**src/rtl/pwm_adc_trig_pkg.sv**
```systemverilog
package pwm_adc_trig_pkg;

  // delay in clocks for a given code and step size: step * (code + 1)
  function automatic int unsigned cs_delay_clocks(input int unsigned step,
                                                  input int unsigned code);
    return step * (code + 1);
  endfunction

  typedef enum logic [1:0] {
    CNT_IDLE = 2'd0,
    CNT_RUN  = 2'd1
  } cnt_state_e;

endpackage

```
**src/rtl/pwm_ls_edge.sv**
```systemverilog
module pwm_ls_edge (
  input  logic clk,
  input  logic rst,
  input  logic ls_n,
  output logic rise,
  output logic ls_hi
);
  logic ls_q;

  always_ff @(posedge clk) begin
    if (rst) ls_q <= 1'b1;
    else     ls_q <= ls_n;
  end

  assign rise  = ls_n & ~ls_q;
  assign ls_hi = ls_n;
endmodule

```
**src/rtl/pwm_cs_delay.sv**
```systemverilog
module pwm_cs_delay
  import pwm_adc_trig_pkg::*;
#(
  parameter int CODE_W = 4,
  parameter int STEP   = 4
) (
  input  logic              clk,
  input  logic              rst,
  input  logic              start,
  input  logic              abort,
  input  logic              ls_hi,
  input  logic [CODE_W-1:0] code,
  output logic              strobe
);
  localparam int MAX_D = STEP * (2 ** CODE_W);
  localparam int CNT_W = $clog2(MAX_D + 1);

  cnt_state_e       state;
  logic [CNT_W-1:0] cnt;
  logic [CNT_W-1:0] load_val;

  assign load_val = CNT_W'(cs_delay_clocks(STEP, int'(code)));

  always_ff @(posedge clk) begin
    if (rst) begin
      state  <= CNT_IDLE;
      cnt    <= '0;
      strobe <= 1'b0;
    end else begin
      strobe <= 1'b0;
      if (abort) begin
        state <= CNT_IDLE;
        cnt   <= '0;
      end else if (start) begin
        state <= CNT_RUN;
        cnt   <= load_val;
      end else if (state == CNT_RUN) begin
        if (!ls_hi) begin
          state <= CNT_IDLE;
          cnt   <= '0;
        end else if (cnt == CNT_W'(1)) begin
          state  <= CNT_IDLE;
          cnt    <= '0;
          strobe <= 1'b1;
        end else begin
          cnt <= cnt - CNT_W'(1);
        end
      end
    end
  end
endmodule

```
**src/rtl/adc_start_handoff.sv**
```systemverilog
module adc_start_handoff #(
  parameter int PIPE = 1
) (
  input  logic clk,
  input  logic rst,
  input  logic strobe_in,
  input  logic adc_clk_en,
  output logic start_req,
  output logic conv_begin
);
  logic [PIPE-1:0] pipe;
  logic            pending;
  logic            armed;

  generate
    if (PIPE == 1) begin : g_one
      always_ff @(posedge clk) begin
        if (rst) pipe <= '0;
        else     pipe <= strobe_in;
      end
    end else begin : g_many
      always_ff @(posedge clk) begin
        if (rst) pipe <= '0;
        else     pipe <= {pipe[PIPE-2:0], strobe_in};
      end
    end
  endgenerate

  assign start_req = pipe[PIPE-1];
  assign armed     = pending | start_req;

  always_ff @(posedge clk) begin
    if (rst) begin
      pending    <= 1'b0;
      conv_begin <= 1'b0;
    end else begin
      conv_begin <= armed & adc_clk_en;
      pending    <= armed & ~adc_clk_en;
    end
  end
endmodule

```
**src/rtl/pwm_adc_trig.sv**
```systemverilog
module pwm_adc_trig #(
  parameter int DATA_W = 8,
  parameter int CODE_W = 4,
  parameter int EN_BIT = 7,
  parameter int STEP   = 4
) (
  input  logic              clk,
  input  logic              rst,
  input  logic              reg_wr_en,
  input  logic [DATA_W-1:0] reg_wr_data,
  output logic [DATA_W-1:0] reg_rd_data,
  input  logic              ls_n,
  input  logic              adc_clk_en,
  output logic              cs_strobe,
  output logic              adc_start_req,
  output logic              conv_begin
);
  logic              en_q;
  logic [CODE_W-1:0] code_q;
  logic              rise;
  logic              ls_hi;

  always_ff @(posedge clk) begin
    if (rst) begin
      en_q   <= 1'b0;
      code_q <= '0;
    end else if (reg_wr_en) begin
      en_q   <= reg_wr_data[EN_BIT];
      code_q <= reg_wr_data[CODE_W-1:0];
    end
  end

  always_comb begin
    reg_rd_data                = '0;
    reg_rd_data[EN_BIT]        = en_q;
    reg_rd_data[CODE_W-1:0]    = code_q;
  end

  pwm_ls_edge u_edge (
    .clk   (clk),
    .rst   (rst),
    .ls_n  (ls_n),
    .rise  (rise),
    .ls_hi (ls_hi)
  );

  pwm_cs_delay #(.CODE_W(CODE_W), .STEP(STEP)) u_delay (
    .clk    (clk),
    .rst    (rst),
    .start  (rise & en_q),
    .abort  (reg_wr_en),
    .ls_hi  (ls_hi),
    .code   (code_q),
    .strobe (cs_strobe)
  );

  adc_start_handoff #(.PIPE(1)) u_handoff (
    .clk        (clk),
    .rst        (rst),
    .strobe_in  (cs_strobe),
    .adc_clk_en (adc_clk_en),
    .start_req  (adc_start_req),
    .conv_begin (conv_begin)
  );
endmodule

```
**config.mk**
```make
export PLATFORM = sky130hd
export DESIGN_NAME = pwm_adc_trig
export DESIGN_NICKNAME = d
export VERILOG_FILES = /design/src/rtl/pwm_adc_trig_pkg.sv /design/src/rtl/pwm_ls_edge.sv /design/src/rtl/pwm_cs_delay.sv /design/src/rtl/adc_start_handoff.sv /design/src/rtl/pwm_adc_trig.sv
export SDC_FILE = /design/constraint.sdc
export NUM_CORES = 1
export LEC_CHECK = 0
export ABC_AREA = 1
export BUFFER_PORTS_ARGS = -buffer_cell sky130_fd_sc_hd__buf_4
export CORE_MARGIN = 4
export CORE_UTILIZATION = 30
export DETAILED_ROUTE_END_ITERATION = 8
export PLACE_DENSITY_LB_ADDON = 0.3
export SETUP_SLACK_MARGIN = 0.02
export SLEW_MARGIN = 20
export SYNTH_ARGS = -nofsm -noshare
export SYNTH_HDL_FRONTEND = slang
export SYNTH_SLANG_ARGS = --single-unit
```
**constraint.sdc**
```tcl
create_clock -name clk -period 3.51 [get_ports clk]
set_input_delay 0.351 -clock clk [delete_from_list [all_inputs] [get_ports clk]]
set_output_delay 0.351 -clock clk [all_outputs]
set_load 0.01 [all_outputs]
```
==> results by group, run 1 <==
Detailed routing
  • DR WL/cell: 10.9 um
  • Iter 0 DRT Violations: 9
  • Pre-antenna DRT Iters: 4
  • Vias per cell: 4.54
  • DRC violation count after routing: 0
  • Final wirelength: 2150 um
  • Remaining antenna violation count after routing: 0
  • Via count: 894

STA
  • Final setup viols: 0
  • Peak Freq: 696 MHz
  • Final TNS setup: 0 ns
  • RSZ-0062 raised after global routing: false
  • Max-slew violations: 0
  • Ratio of final minimum period to clock period: 0.410
  • Final hold vios: 0
  • Worst clock skew: 0.0133 ns
  • Minimum clock period: 1.44 ns

Finish
  • Share of cells above drive strength 1: 0.248
  • Fin nets: 170
  • Fillers: 329
  • ANT cells: 0
  • Area added between synthesis and finish: 19.1%
  • Core Util, Final: 0.376

GRT
  • First-pass GRT wire length: 3750 um
  • Initial antenna violation count: 0
  • Number of global-route vias before repair: 865
  • All-Layer GR Usage: 0.114
  • Grt total ovfl: 0
  • Largest net degree at the start of global routing: 12

Synth
  • Synthesized flop and latch total: 18
  • Seq/Total Area, Yosys: 0.371
  • Post-Syn Area: roughly 970 um2
  • YS warnings: 0
  • Mean Syn Cell Area: 7.19 um2
  • Post-synth cell types: 27
  • Gate Count Post-Synth: 135

Floorplan
  • Starting density of the core: 0.315
  • Die W: 64.9 um
  • Core area: between 0.003 and 0.004 mm2
  • Die span in y: 64.9 um
  • FP Rows: 20
  • Die area: 0.00421 mm2
  • IO Pins: 24

Setup path
  • CP bufs+invs: 1
  • Worst setup EP type: flop
  • Crit path kind: flop to flop
  • Crit path max fanout: 11
  • Worst path top cell family by delay: simple AND/OR/NAND/NOR gates
  • CP required: 3.72 ns
  • CP Cell Sequence: nand3_2 -> nand2_2 -> inv_1 -> a21oi_1 -> o21a_1 -> nor2_1
  • Crit start category: flop
  • Worst EP arrival: 1.65 ns
  • Slowest stage delay, CP: 0.42 ns
  • Crit-path slowest cell: dfxtp_1

Power and ir drop
  • Worst VDD drop: between 0.0002 and 0.00025 V
  • Comb power frac: 0.105
  • Reg power frac: 0.553
  • P_sw: 98.3 uW
  • Leakage: 0.000531 uW
  • Clock Power Share: 0.342
  • Net Sw Frac: 0.252
  • Pwr Density: 337 mW/mm2
  • P_int: 292 uW

Placement
  • Hpwl dp: ~1700 um
  • Number of port buffers: 17
  • GPL Wtd Cong: between 0.9 and 1

Clock tree
  • Sinks on Clock Net: 18
  • Post-CTS setup buffers: 0
  • Root Buffer: clkbuf_4
  • Num CTS Buffers: 3
  • Worst-path clk slew: ~0.12 ns
  • Post_cts resized: 0
  • CTS tree: built
  • Clock H-tree levels: 1
  • Hold-fix buffers, CTS: 0
  • Max clock buf depth: 2
  • Clock Latency Late Sink: 0.30 ns

Run status
  • Status: finished, final reports clean

Job
  • Max_cap viols: 0

Worst hold path
  • Min-delay worst type: input port to flop
-- worst register-to-register path, cell delays in order (launching register included) --
cell	delay [ns]
dfxtp_1	0.42
nand3_2	0.28
nand2_2	0.26
inv_1	0.08
a21oi_1	0.15
o21a_1	0.14
nor2_1	0.03
-- flip-flops by register name, indices dropped and copies added (netlist names) --
name and cells:
code_q 4, en_q 1, u_delay.cnt 7, u_delay.state 1
u_delay.strobe 1, u_edge.ls_q 1, u_handoff.conv_begin 1, u_handoff.pending 1
u_handoff.start_req 1
-- per-stage QoR --
step	cells	cell area, um2	total power, uW	setup slack [ns]	hold slack [ns]
6_report	197	1160	390	2.07	0.213
5_1_grt	197	1160	417	1.98	0.173
4_1_cts	197	1160	395	2.08	0.199
3_5_place_dp	193	1120	261	2.06	0.420
3_3_place_gp	193	1120	260	2.07	0.408
2_1_floorplan	137	978	244	2.38	0.423
-- layout make-up --
| cell class | instances | area, um2 | area share |
|---|---|---|---|
| timing repair buffer | 17 | 128 | 0.110 |
| inverter | 22 | 82.6 | 0.0714 |
| sequential | 18 | 360 | 0.312 |
| multi-input combinational | 92 | 494 | 0.427 |
| clock buffer | 4 | 36.3 | 0.0314 |
| tap | 44 | 55.1 | 0.0476 |
-- kinds of logic (layout without fill, tap and decap cells) --
kind of cell               after synthesis  count (layout)  share of synthesized area
AOI/OAI and AO/OA                       20              20                      0.125
xor gates and xnor gates                 1               1                    0.00902
adders and majority gates                3               3                     0.0387
buffers and inverters                   27              43                      0.128
DFF                                     18              18                      0.371
other                                    1               3                    0.00386
and+or+nand+nor                         65              65                      0.325
-- placed cells by master, fill, tap and decap left out, types with 2 or more instances in the layout --
cell type  instances
a21oi_1            7
buf_4             17
clkbuf_4           3
conb_1             3
dfxtp_1           18
ha_1               3
inv_1             18
inv_2              4
nand2_1           18
nand2_2            2
nand3_1            9
nand3_2            3
nand4_1            3
nor2_1            22
nor2_2             2
nor2_4             2
nor3_1             2
o21ai_0            7
-- layer usage --
| layer | wire, um | vias up | track usage | part of all wire |
|---|---|---|---|---|
| met5 | 0 | - | 0 | 0 |
| li1 | - | 459 | - | - |
| met2 | 1050 | 15 | 0.186 | 0.49 |
| met3 | 67 | 2 | 0.0347 | 0.031 |
| met1 | 1010 | 418 | 0.140 | 0.47 |
| met4 | 17 | 0 | 0.0449 | 0.0079 |
-- Yosys cell counts --
cell type | instances | share of area
nor2_1 | 22 | 0.085
dfxtp_1 | 18 | 0.37
inv_1 | 18 | 0.070
nand2_1 | 18 | 0.070
nand3_1 | 9 | 0.046
a21oi_1 | 7 | 0.036
o21ai_0 | 7 | 0.036
buf_4 | 4 | 0.031
inv_2 | 4 | 0.015
ha_1 | 3 | 0.039
nand3_2 | 3 | 0.031
nand4_1 | 3 | 0.019
nand2_2 | 2 | 0.013
nor2_2 | 2 | 0.013
nor2_4 | 2 | 0.023
nor3_1 | 2 | 0.010
a21oi_2 | 1 | 0.0090
buf_6 | 1 | 0.012
conb_1 | 1 | 0.0039
nor3b_1 | 1 | 0.0077
o211ai_1 | 1 | 0.0077
o21a_1 | 1 | 0.0077
o21ai_2 | 1 | 0.0090
o22ai_1 | 1 | 0.0064
o22ai_2 | 1 | 0.013
or2_2 | 1 | 0.0064
xor2_1 | 1 | 0.0090
-- path summary, 6_finish.rpt --
| check | slack, ns | depth (start not counted) | from | endpoint |
|---|---|---|---|---|
| setup / recovery | 2.07 | 6 | en_q | u_delay.cnt[4] |
| hold / removal | 0.21 | 2 | adc_clk_en | u_handoff.pending |
| setup reg to reg | 2.07 | 6 | en_q | u_delay.cnt[4] |
| hold reg to reg | 0.43 | 2 | u_delay.strobe | u_handoff.start_req |
-- power by group through the flow --
stage | Combinational, uW | Clock, uW | Sequential [uW]
5_1_grt | 45.9 | 155 | 217
4_1_cts | 41.5 | 138 | 216
2_1_floorplan | 24.0 | 0 | 220
6_report | 41.0 | 133 | 215
3_3_place_gp | 40.5 | 0 | 220
3_5_place_dp | 41.4 | 0 | 220
Note: power is estimated with default switching activity, not from simulation.
==> run 2, diff against run 1 <==
- ABC_AREA: 1 -> 0
- clock period: 3.51 -> 1.2 ns (I/O delays scaled with it)
==> results by group, run 2 <==
Placement
  • Hpwl dp: ~1600 um
  • Number of port buffers: 17
  • GPL Wtd Cong: 0.844

Detailed routing
  • Pre-antenna DRT Iters: 4
  • Remaining antenna violation count after routing: 0
  • Iter 0 DRT Violations: 18
  • Vias per cell: 4.79
  • DRC violation count after routing: 0
  • DR WL/cell: 12.6 um
  • Final wirelength: between 2000 and 2500 um
  • Via count: 810

Clock tree
  • Num CTS Buffers: 3
  • Clock H-tree levels: 1
  • Root Buffer: clkbuf_4
  • CTS tree: built
  • Max clock buf depth: 2
  • Sinks on Clock Net: 18
  • Clock Latency Late Sink: roughly 0.3 ns
  • Worst-path clk slew: around 0.1 ns

GRT
  • All-Layer GR Usage: 0.117
  • Initial antenna violation count: 0
  • Grt total ovfl: 0
  • Largest net degree at the start of global routing: 11
  • Number of global-route vias before repair: 839
  • First-pass GRT wire length: 3680 um

Finish
  • Share of cells above drive strength 1: 0.442
  • Fillers: 282
  • Top reg by flops: u_delay.cnt
  • Largest registers: u_delay.cnt: 7 flops, code_q: 4 flops
  • Fin nets: 155
  • Core Util, Final: 0.460
  • Most frequent cells in the layout: buf_4, dfxtp_1, nor2_1, mux2i_1
  • ANT cells: 0
  • Area added between synthesis and finish: 44.5%
  • Max reg flops: 7
  • Most common cell after layout, fill and taps aside: buf_4

Synth
  • Mean Syn Cell Area: 8.93 um2
  • Synthesized flop and latch total: 18
  • YS warnings: 0
  • Ranking of synthesized cells by area: dfxtp_1, mux2i_1, nor2_1, buf_4, ha_1
  • Yosys top cell by area: dfxtp_1
  • Post-synth EDFFs: 0
  • Seq/Total Area, Yosys: 0.403
  • Post-synth cell types: 33
  • Post-Syn Area: 893 um2
  • Gate Count Post-Synth: 100
  • Synth cell count leaders: dfxtp_1, nor2_1, a21oi_1, mux2i_1
  • Synth top area share: 0.403
  • Most frequent cell after synthesis: dfxtp_1
  • Ys flop type: dfxtp_1
  • Synth async-reset ratio: 0

Floorplan
  • Die W: between 60 and 70 um
  • FP Rows: 19
  • Die span in y: about 63 um
  • IO Pins: 24
  • Core area: 0.00281 mm2
  • Die area: 0.00392 mm2
  • Starting density of the core: 0.318

Job
  • Max_cap viols: 0

Power and ir drop
  • Leakage: 0.000604 uW
  • Pwr Density: 877 mW/mm2
  • Power, Total: 1130 uW
  • Worst VDD drop: approximately 0.00066 V

STA
  • Ratio of final minimum period to clock period: 1.09
  • Final hold vios: 0
  • Minimum clock period: 1.31 ns
  • Final setup viols: 4
  • RSZ-0062 raised after global routing: true
  • Final WS setup: -0.107 ns
  • Peak Freq: 765 MHz
  • Max-slew violations: 0
  • Worst clock skew: 0.00226 ns

Run status
  • Status: finished with violations
  • Failing checks: negative setup slack

Setup path
  • Crit path max fanout: 5
  • CP required: approximately 1.4 ns
  • Crit start category: flop
  • Worst setup EP type: flop
  • Worst EP arrival: 1.53 ns
  • Crit path kind: flop to flop

Worst hold path
  • Min-delay worst type: input port to flop
## run 2: repair_timing
action / 4_1_cts / 5_1_grt
buffers inserted: 2 / 0
endpoints found under the hold margin: 1 / 0
pin swaps: 1 / 1
setup endpoints to repair: 7 / 8
gates resized for setup: 8 / 5
hold buffers: 1 / 0
## run 2: logic make-up after synthesis
kind of cell,after synthesis,share of synthesized area
xor gates and xnor gates,4,0.0392
and+or+nand+nor,36,0.207
buffers and inverters,11,0.0686
muxes,7,0.0798
other,1,0.00420
DFF,18,0.403
AOI/OAI and AO/OA,20,0.155
adders and majority gates,3,0.0420
## run 2: critical path, cell delays in order, from the launching register on
cell	delay, ns
dfxtp_2	0.35
inv_2	0.05
ha_4	0.15
a31o_4	0.23
or3_4	0.35
o32ai_2	0.10
## run 2: final cells by class
cell class / instances / area (um2) / share of cell area
Inverter: 5 / 18.8 / 0.0145
Sequential cell: 18 / 367 / 0.284
Clock buffer: 4 / 36.3 / 0.0281
Tap cell: 31 / 38.8 / 0.0300
Multi-Input combinational cell: 73 / 543 / 0.421
Timing Repair Buffer: 38 / 288 / 0.223
## run 2: final timing paths
| check | startpoint | end | slack, ns | cells past startpoint |
|---|---|---|---|---|
| setup / recovery | u_delay.cnt[1] | u_delay.cnt[5] | -0.11 | 5 |
| hold / removal | ls_n | u_edge.ls_q | 0.04 | 2 |
| setup reg to reg | u_delay.cnt[1] | u_delay.cnt[5] | -0.11 | 5 |
| hold reg to reg | u_delay.strobe | u_handoff.start_req | 0.48 | 1 |
## run 2: per-stage QoR
stage	cells	setup WS (ns)	setup TNS (ns)	instance area, um2	hold slack (ns)
2_1_floorplan	102	-0.0267	-0.0351	916	0.192
6_report	169	-0.107	-0.323	1290	0.0422
5_1_grt	169	-0.157	-0.648	1290	0.0477
4_1_cts	169	-0.101	-0.324	1270	0.0375
3_5_place_dp	162	-0.0932	-0.288	1170	0.292
3_3_place_gp	162	-0.0686	-0.206	1170	0.290
## run 2: layer usage
layer | GRT usage | wire, um | share of wire | up-vias
met4 | 0.0661 | 50 | 0.023 | 0
li1 | - | - | - | 412
met5 | 0 | 0 | 0 | -
met1 | 0.129 | 923 | 0.43 | 376
met2 | 0.212 | 1090 | 0.51 | 17
met3 | 0.0180 | 73 | 0.034 | 5
## run 2: report_power, final
part	switching, uW	internal [uW]
registers	12.8	608
clock network	193	185
logic	60.5	73.2
